--- config.mk ---
export PLATFORM = sky130hd
export DESIGN_NAME = arith_logic_unit
export DESIGN_NICKNAME = d
export VERILOG_FILES = /design/src/rtl/alu_pkg.sv /design/src/rtl/alu_addsub.sv /design/src/rtl/alu_bitwise.sv /design/src/rtl/arith_logic_unit.sv
export SDC_FILE = /design/constraint.sdc
export NUM_CORES = 1
export LEC_CHECK = 0
export ABC_AREA = 1
export BUFFER_PORTS_ARGS = -buffer_cell sky130_fd_sc_hd__clkbuf_2
export CELL_PAD_IN_SITES_DETAIL_PLACEMENT = 0
export CELL_PAD_IN_SITES_GLOBAL_PLACEMENT = 1
export CORE_ASPECT_RATIO = 1.5
export CORE_MARGIN = 5
export CORE_UTILIZATION = 43
export DETAILED_ROUTE_END_ITERATION = 7
export PLACE_DENSITY = 0.94
export REMOVE_ABC_BUFFERS = 1
export SLEW_MARGIN = 25
export SYNTH_ARGS = -nofsm -noshare
export SYNTH_HDL_FRONTEND = slang
export SYNTH_HIERARCHICAL = 1
export SYNTH_SLANG_ARGS = --single-unit
export TNS_END_PERCENT = 100
--- constraint.sdc ---
create_clock -name vclk -period 3.5
set_input_delay 0.35 -clock vclk [all_inputs]
set_output_delay 0.35 -clock vclk [all_outputs]
set_load 0.005 [all_outputs]
--- src/rtl/alu_pkg.sv ---
package alu_pkg;

   localparam int OP_W = 4;

   typedef enum logic [OP_W-1:0] {
      OP_ADD  = 4'd0,
      OP_ADDU = 4'd1,
      OP_SUB  = 4'd2,
      OP_SUBU = 4'd3,
      OP_AND  = 4'd4,
      OP_OR   = 4'd5,
      OP_XOR  = 4'd6,
      OP_NOR  = 4'd7,
      OP_NOT  = 4'd8
   } alu_op_e;

   localparam logic [OP_W-1:0] OP_LAST = OP_NOT;

endpackage

--- src/rtl/alu_addsub.sv ---
module alu_addsub #(
   parameter int DATA_W         = 32,
   parameter bit OVF_FROM_CARRY = 1'b0
) (
   input  logic [DATA_W-1:0] a_i,
   input  logic [DATA_W-1:0] b_i,
   input  logic              sub_i,
   output logic [DATA_W-1:0] sum_o,
   output logic              ovf_o
);

   localparam int MSB = DATA_W - 1;

   logic [DATA_W-1:0] b_eff;
   logic [DATA_W-1:0] cin_vec;

   assign b_eff   = sub_i ? ~b_i : b_i;
   assign cin_vec = {{(DATA_W-1){1'b0}}, sub_i};

   generate
      if (OVF_FROM_CARRY) begin : g_carry
         logic [DATA_W:0] wide;
         logic [MSB:0]    low;
         assign wide  = {1'b0, a_i} + {1'b0, b_eff} + {1'b0, cin_vec};
         assign low   = {1'b0, a_i[MSB-1:0]} + {1'b0, b_eff[MSB-1:0]}
                      + {1'b0, cin_vec[MSB-1:0]};
         assign sum_o = wide[DATA_W-1:0];
         assign ovf_o = low[MSB] ^ wide[DATA_W];
      end else begin : g_sign
         assign sum_o = a_i + b_eff + cin_vec;
         assign ovf_o = (a_i[MSB] == b_eff[MSB]) && (sum_o[MSB] != a_i[MSB]);
      end
   endgenerate

   always_comb begin
      if (!sub_i && ovf_o) begin
         p_add_ovf_signs_r3: assert (a_i[MSB] == b_i[MSB])
            else $error("add overflow with unlike operand signs");
      end
      if (sub_i && ovf_o) begin
         p_sub_ovf_signs_r4: assert (a_i[MSB] != b_i[MSB])
            else $error("subtract overflow with like operand signs");
      end
   end

endmodule

--- src/rtl/alu_bitwise.sv ---
module alu_bitwise #(
   parameter int DATA_W = 32
) (
   input  logic [DATA_W-1:0] a_i,
   input  logic [DATA_W-1:0] b_i,
   input  logic [1:0]        fn_i,
   input  logic              invert_i,
   output logic [DATA_W-1:0] y_o
);

   logic [DATA_W-1:0] two_op;

   generate
      for (genvar i = 0; i < DATA_W; i++) begin : g_bit
         always_comb begin
            unique case (fn_i)
               2'd0:    two_op[i] = a_i[i] & b_i[i];
               2'd1:    two_op[i] = a_i[i] | b_i[i];
               2'd2:    two_op[i] = a_i[i] ^ b_i[i];
               default: two_op[i] = ~(a_i[i] | b_i[i]);
            endcase
         end
      end
   endgenerate

   assign y_o = invert_i ? ~a_i : two_op;

   always_comb begin
      if (invert_i) begin
         p_not_inverts_r7: assert ((y_o ^ a_i) == {DATA_W{1'b1}})
            else $error("inverse result does not complement operand a");
      end
   end

endmodule

--- src/rtl/arith_logic_unit.sv ---
module arith_logic_unit
   import alu_pkg::*;
#(
   parameter int DATA_W         = 32,
   parameter bit OVF_FROM_CARRY = 1'b0
) (
   input  logic [DATA_W-1:0] src_a_i,
   input  logic [DATA_W-1:0] src_b_i,
   input  logic [OP_W-1:0]   op_i,
   output logic [DATA_W-1:0] result_o,
   output logic              ovf_trap_o
);

   generate
      if (DATA_W < 2) begin : g_bad_width
         $error("DATA_W must be at least 2");
      end
   endgenerate

   logic              is_arith;
   logic              is_logic;
   logic              is_invert;
   logic              trap_en;
   logic [DATA_W-1:0] arith_y;
   logic              arith_ovf;
   logic [DATA_W-1:0] logic_y;

   assign is_arith  = (op_i[OP_W-1:2] == '0);
   assign is_invert = (op_i == OP_NOT);
   assign is_logic  = (op_i[OP_W-1:2] == 2'b01) || is_invert;
   assign trap_en   = is_arith && !op_i[0];

   alu_addsub #(
      .DATA_W        (DATA_W),
      .OVF_FROM_CARRY(OVF_FROM_CARRY)
   ) u_addsub (
      .a_i  (src_a_i),
      .b_i  (src_b_i),
      .sub_i(op_i[1]),
      .sum_o(arith_y),
      .ovf_o(arith_ovf)
   );

   alu_bitwise #(
      .DATA_W(DATA_W)
   ) u_bitwise (
      .a_i     (src_a_i),
      .b_i     (src_b_i),
      .fn_i    (op_i[1:0]),
      .invert_i(is_invert),
      .y_o     (logic_y)
   );

   always_comb begin
      result_o = '0;
      if (is_arith)      result_o = arith_y;
      else if (is_logic) result_o = logic_y;
   end

   assign ovf_trap_o = trap_en && arith_ovf;

   always_comb begin
      if (ovf_trap_o) begin
         p_flag_signed_only_r5: assert (op_i == OP_ADD || op_i == OP_SUB)
            else $error("overflow flag raised by a non-trapping code");
      end
      if (op_i > OP_LAST) begin
         p_unused_zero_r8: assert (result_o == '0 && !ovf_trap_o)
            else $error("unused code produced nonzero output");
      end
      if (is_logic) begin
         p_logic_no_flag_r6: assert (!ovf_trap_o)
            else $error("bitwise code raised overflow");
      end
   end

endmodule

Word level (Yosys, flattened, before mapping)
Index checks and enable logic that the tools add are counted.
{"block": "totals", "ff_bits": 0, "latch_bits": 0, "ram_bits": 0, "romBits": 0, "input_bits": 68, "output_inout_bits": 33, "elab_cells": 181, "memories": 0}
{"block": "op_classes", "add_sub_neg": 2, "n_mul": 0, "n_div": 0, "magnitude_cmp": 0, "eq_ne": 6, "n_shift": 0, "mux": 36, "bitwise": 130, "n_reduce_logical": 7}
{"op": "$mux 32", "count": 4}
{"op": "$pmux 1 s3", "count": 32}
{"op": "$not 32->32", "count": 2}
{"op": "$add 32x1->32", "count": 1}
{"op": "$add 32x32->32", "count": 1}
{"op": "$and 1x1->1", "count": 32}
{"op": "$not 1->1", "count": 32}
{"op": "$or 1x1->1", "count": 32}
{"op": "$xor 1x1->1", "count": 32}
{"op": "$eq 2x1->1 const B", "count": 2}
{"op": "$eq 4x4->1 const B", "count": 1}
{"op": "$logic_not 2->1", "count": 2}
{"op": "$logic_and 1x1->1", "count": 3}
{"op": "$eq 2x2->1 const B", "count": 1}
{"op": "$eq 1x1->1", "count": 1}
{"op": "$logic_not 1->1", "count": 1}
{"op": "$logic_or 1x1->1", "count": 1}
{"op": "$ne 1x1->1", "count": 1}

Logic depth before layout (Yosys ltp)
{"block": "logic_depth", "ltp_word": 7, "mapped_depth": 19}

Modules after synthesis
Netlist, hierarchy kept.
{"module": "alu_addsub", "instances": 1, "cells_per_inst": 459, "area_each_um2": 2534.9}
{"module": "alu_bitwise", "instances": 1, "cells_per_inst": 447, "area_each_um2": 2476.1}
{"module": "arith_logic_unit", "instances": 1, "cells_per_inst": 112, "area_each_um2": 451.7}

Worst setup path before layout
OpenSTA, ideal clock, no wires.
{"block": "synth_timing", "path_kind": "in2out", "start": "input op_i[1]", "end": "output result_o[30]", "arrival_ns": 2.172, "required_time_ns": 3.150, "path_slack_ns": 0.978, "cell_stages": 17, "path_buffers": 2, "path_cell_list": "buf_4 > buf_2 > xnor2_1 > fa_1 > inv_1 > nand3_1 > nand2_1 > nand2_1 > nand2_1 > nand3_1 > nand2_1 > nand2_1 > nand2_1 > nand2_1 > nand2_1 > nand2_1 > nand2_1"}
{"block": "synth_between", "word_cells_on_any_way": 12, "cone_classes": "2 x add/sub; 3 x eq/ne; 5 x mux; 2 x reduce/logical"}
{"element": "start, declared", "line": "arith_logic_unit.sv:9", "text": "input logic [OP_W-1:0] op_i,"}
{"element": "$mux 32", "line": "alu_addsub.sv:17", "text": "assign b_eff = sub_i ? ~b_i : b_i;"}
{"element": "$add 32x32->32", "line": "alu_addsub.sv:30", "text": "assign sum_o = a_i + b_eff + cin_vec;"}
{"element": "$add 32x1->32 (*)", "line": "alu_addsub.sv:30"}
{"element": "net arith_y[30]", "line": "arith_logic_unit.sv:24", "text": "logic [DATA_W-1:0] arith_y;"}
{"element": "$mux 32 (*)", "line": "arith_logic_unit.sv:56", "text": "if (is_arith) result_o = arith_y;"}
{"element": "end, declared", "line": "arith_logic_unit.sv:10", "text": "output logic [DATA_W-1:0] result_o,"}
Mark *: on every way through the listed nets, which the timed path passes. The rest lies on a longest branch.

Worst setup path after layout
{"block": "layout_timing", "start": "input op_i[1]", "end": "output result_o[20]"}
Same word-level chain as after synthesis.

==> flow_summary.yaml <==
final_layout:
  nFillCells: 1482
  insertedDiodeCount: 0
  num-clock-buffers: 0
  area_growth_pct: 9.849
  flops_and_latches: 0
  drive_gt1_share_pct: 14.68
  fin_area_um2: 6001
  multi_input_area_um2: 4581
  register_area_um2: 0
  mostFrequentLayoutCell: "nand2_1"
  finish.utilization_pct: 48.20
  nNetsFinal: 1255
  final_cell_mix: "362 x nand2_1, 160 x inv_1, 100 x clkbuf_2, 94 x ha_1, 88 x nand3_1"
power:
  ir_worst_vdd_mv: 0.05848
  power.density_nw_per_um2: 173.9
  leakage_nw: 3.663
  power_mw: 1.043
setup_path:
  worst_ep_required_time_ns: 3.15
  cp-start-kind: "input pin"
  end_kind: "output pin"
  arrival_ns: 2.77
  critPathLaunch: "op_i[1]"
  worstPathCellList: "buf_4 -> inv_2 -> nand2_2 -> and2_1 -> inv_1 -> fa_1 -> inv_1 -> nand3_1 -> nand2_1 -> nand2_1 -> nand2_2 -> nand2_1 -> nand2_2 -> nand3_1 -> nand2_1 -> nand2_1 -> nand2_1 -> nand2_1 -> nand2_1 -> clkbuf_2"
  crit_path_top_delay_cell: "fa_1"
  critPathKind: "in -> out"
  cp_common_cell: "nand2_1"
  cp_max_fo: 31
  slowest_delay_ns: 0.40
place:
  gp_congestion: 0.8750
  hpwl_um: 12780
  postPlaceCellArea_um2: 6000
  dp_slack_ns: 0.4187
  port_buffers: 101
timing:
  post-route-period-util_pct: 89.25
  rsz0062_at_grt: "no"
  slew_viol_final: 0
  period_minus_slack_ns: 3.124
  setup_violations: 0
  fmax_ghz: 0.3201
  postLayoutSetupSlackWorst_ns: 0.3764
  relSlewSlack_pct: 41.33
  worstMarginPinSlew_ns: 0.8791
  tns_ns: 0
  hold_viol: 0
worst_hold_path:
  worst_hold_path.endpoint: "result_o[0]"
  hold_path.startpoint: "src_a_i[0]"
  hold_class: "in -> out"
  hold_path_depth: 6
global_route:
  grt_max_degree: 65
  antenna_found_initial: 0
  grt_pass1_wl_um: 25770
  grt_overflow_total: 0
  grt_pass1_vias: 5718
  grtUsageTotal_pct: 20.22
drt:
  wl_per_cell_um: 12.59
  avgViaCountPerCell: 4.928
  drt_iter0_drc: 264
  ant_nets: 0
  dr.pass1.iters: 5
  drt_wl_total_um: 15690
  drc: 0
  dr_total_vias: 6140
floorplan:
  fp.dieW_um: 102.0
  core_area_um2: 12450
  dieArea_um2: 15110
  num_io_pins: 101
  die_y_um: 148.0
  start_util_pct: 43.88
  num_rows: 50
logic_synthesis:
  yosys_warnings: 6
  netlist_instances: 1018
  seq_area_frac_synth_pct: 0
  syn_avg_cell_area_um2: 5.366
  synth_cell_types: 35
  syn_area_um2: 5463
clock_network:
  cts_hold_buf: 0
  cts_setup_buffers: 0
  cts.repair.resized: 0
job:
  drv_cap: 0
outcome:
  outcome: "finished, final reports clean"
cell type report:
| cell class | instances | share of cell area, % |
|---|---|---|
| multi-input combinational | 810 | 76.33 |
| inverter | 172 | 10.86 |
| timing repair buffer | 108 | 9.550 |
| tap | 156 | 3.253 |
metal layers:
metal	global-route usage [%]	wire length (um)	vias up
met3	0.4249	453	18
met2	41.86	8871	101
met4	2.429	215	0
li1	-	-	3292
met1	22.58	6149	2729
met5	0	0	-
cells by family after synthesis:
group / count (synthesis) / share of synthesized area, %
buf+inv: 208 / 16.15
fa+ha+maj: 95 / 21.90
simple gates: 550 / 43.06
xor+xnor: 49 / 7.856
compound gates: 116 / 11.04
worst max-delay path, delay by kind of cell:
family	cells	cell delay, ns
fa+ha+maj	1	0.40
simple gates	14	1.31
buf+inv	5	0.68
synth_stat cells (2+ instances only):
cell / number / area share [%]
nand3b_1: 2 / 0.27
buf_4: 4 / 0.55
o21a_1: 2 / 0.27
buf_2: 17 / 1.6
a21oi_1: 63 / 5.8
nand2_2: 23 / 2.6
nand4_1: 4 / 0.46
nand3_1: 88 / 8.1
xor2_1: 46 / 7.4
nor2_1: 47 / 3.2
a21o_1: 3 / 0.41
nor3_2: 2 / 0.37
nand2_1: 362 / 25
inv_2: 8 / 0.55
ha_1: 94 / 22
o21ai_1: 11 / 1.0
buf_6: 8 / 1.6
o21ai_0: 33 / 3.0
nor2_2: 7 / 0.80
o21bai_1: 4 / 0.55
inv_4: 2 / 0.23
inv_1: 161 / 11
clkbuf_1: 6 / 0.41
nor3_1: 3 / 0.27
nor2_4: 4 / 0.82
xnor2_1: 3 / 0.48
nand3_2: 3 / 0.55
where the power goes:
part | switching (mW) | internal (mW)
clock | 0 | 0
sequential | 0 | 0
combinational | 0.656 | 0.387
how the worst max path moves through the flow:
stage	end	slack [ns]	depth (start not counted)
after detailed placement	result_o[20]	0.42	20
after global routing	result_o[24]	0.13	20
after floorplan	result_o[30]	1.17	18
final	result_o[20]	0.38	20
after global placement	result_o[24]	0.44	20
after CTS	result_o[20]	0.41	20
per-stage QoR:
stage          hold slack (ns)  cells
3_3_place_gp             1.144   1246
6_report                 1.130   1246
3_5_place_dp             1.139   1246
2_1_floorplan           0.7311    982
5_1_grt                  1.171   1246
4_1_cts                  1.140   1246
(Power assumes the default switching activity.)
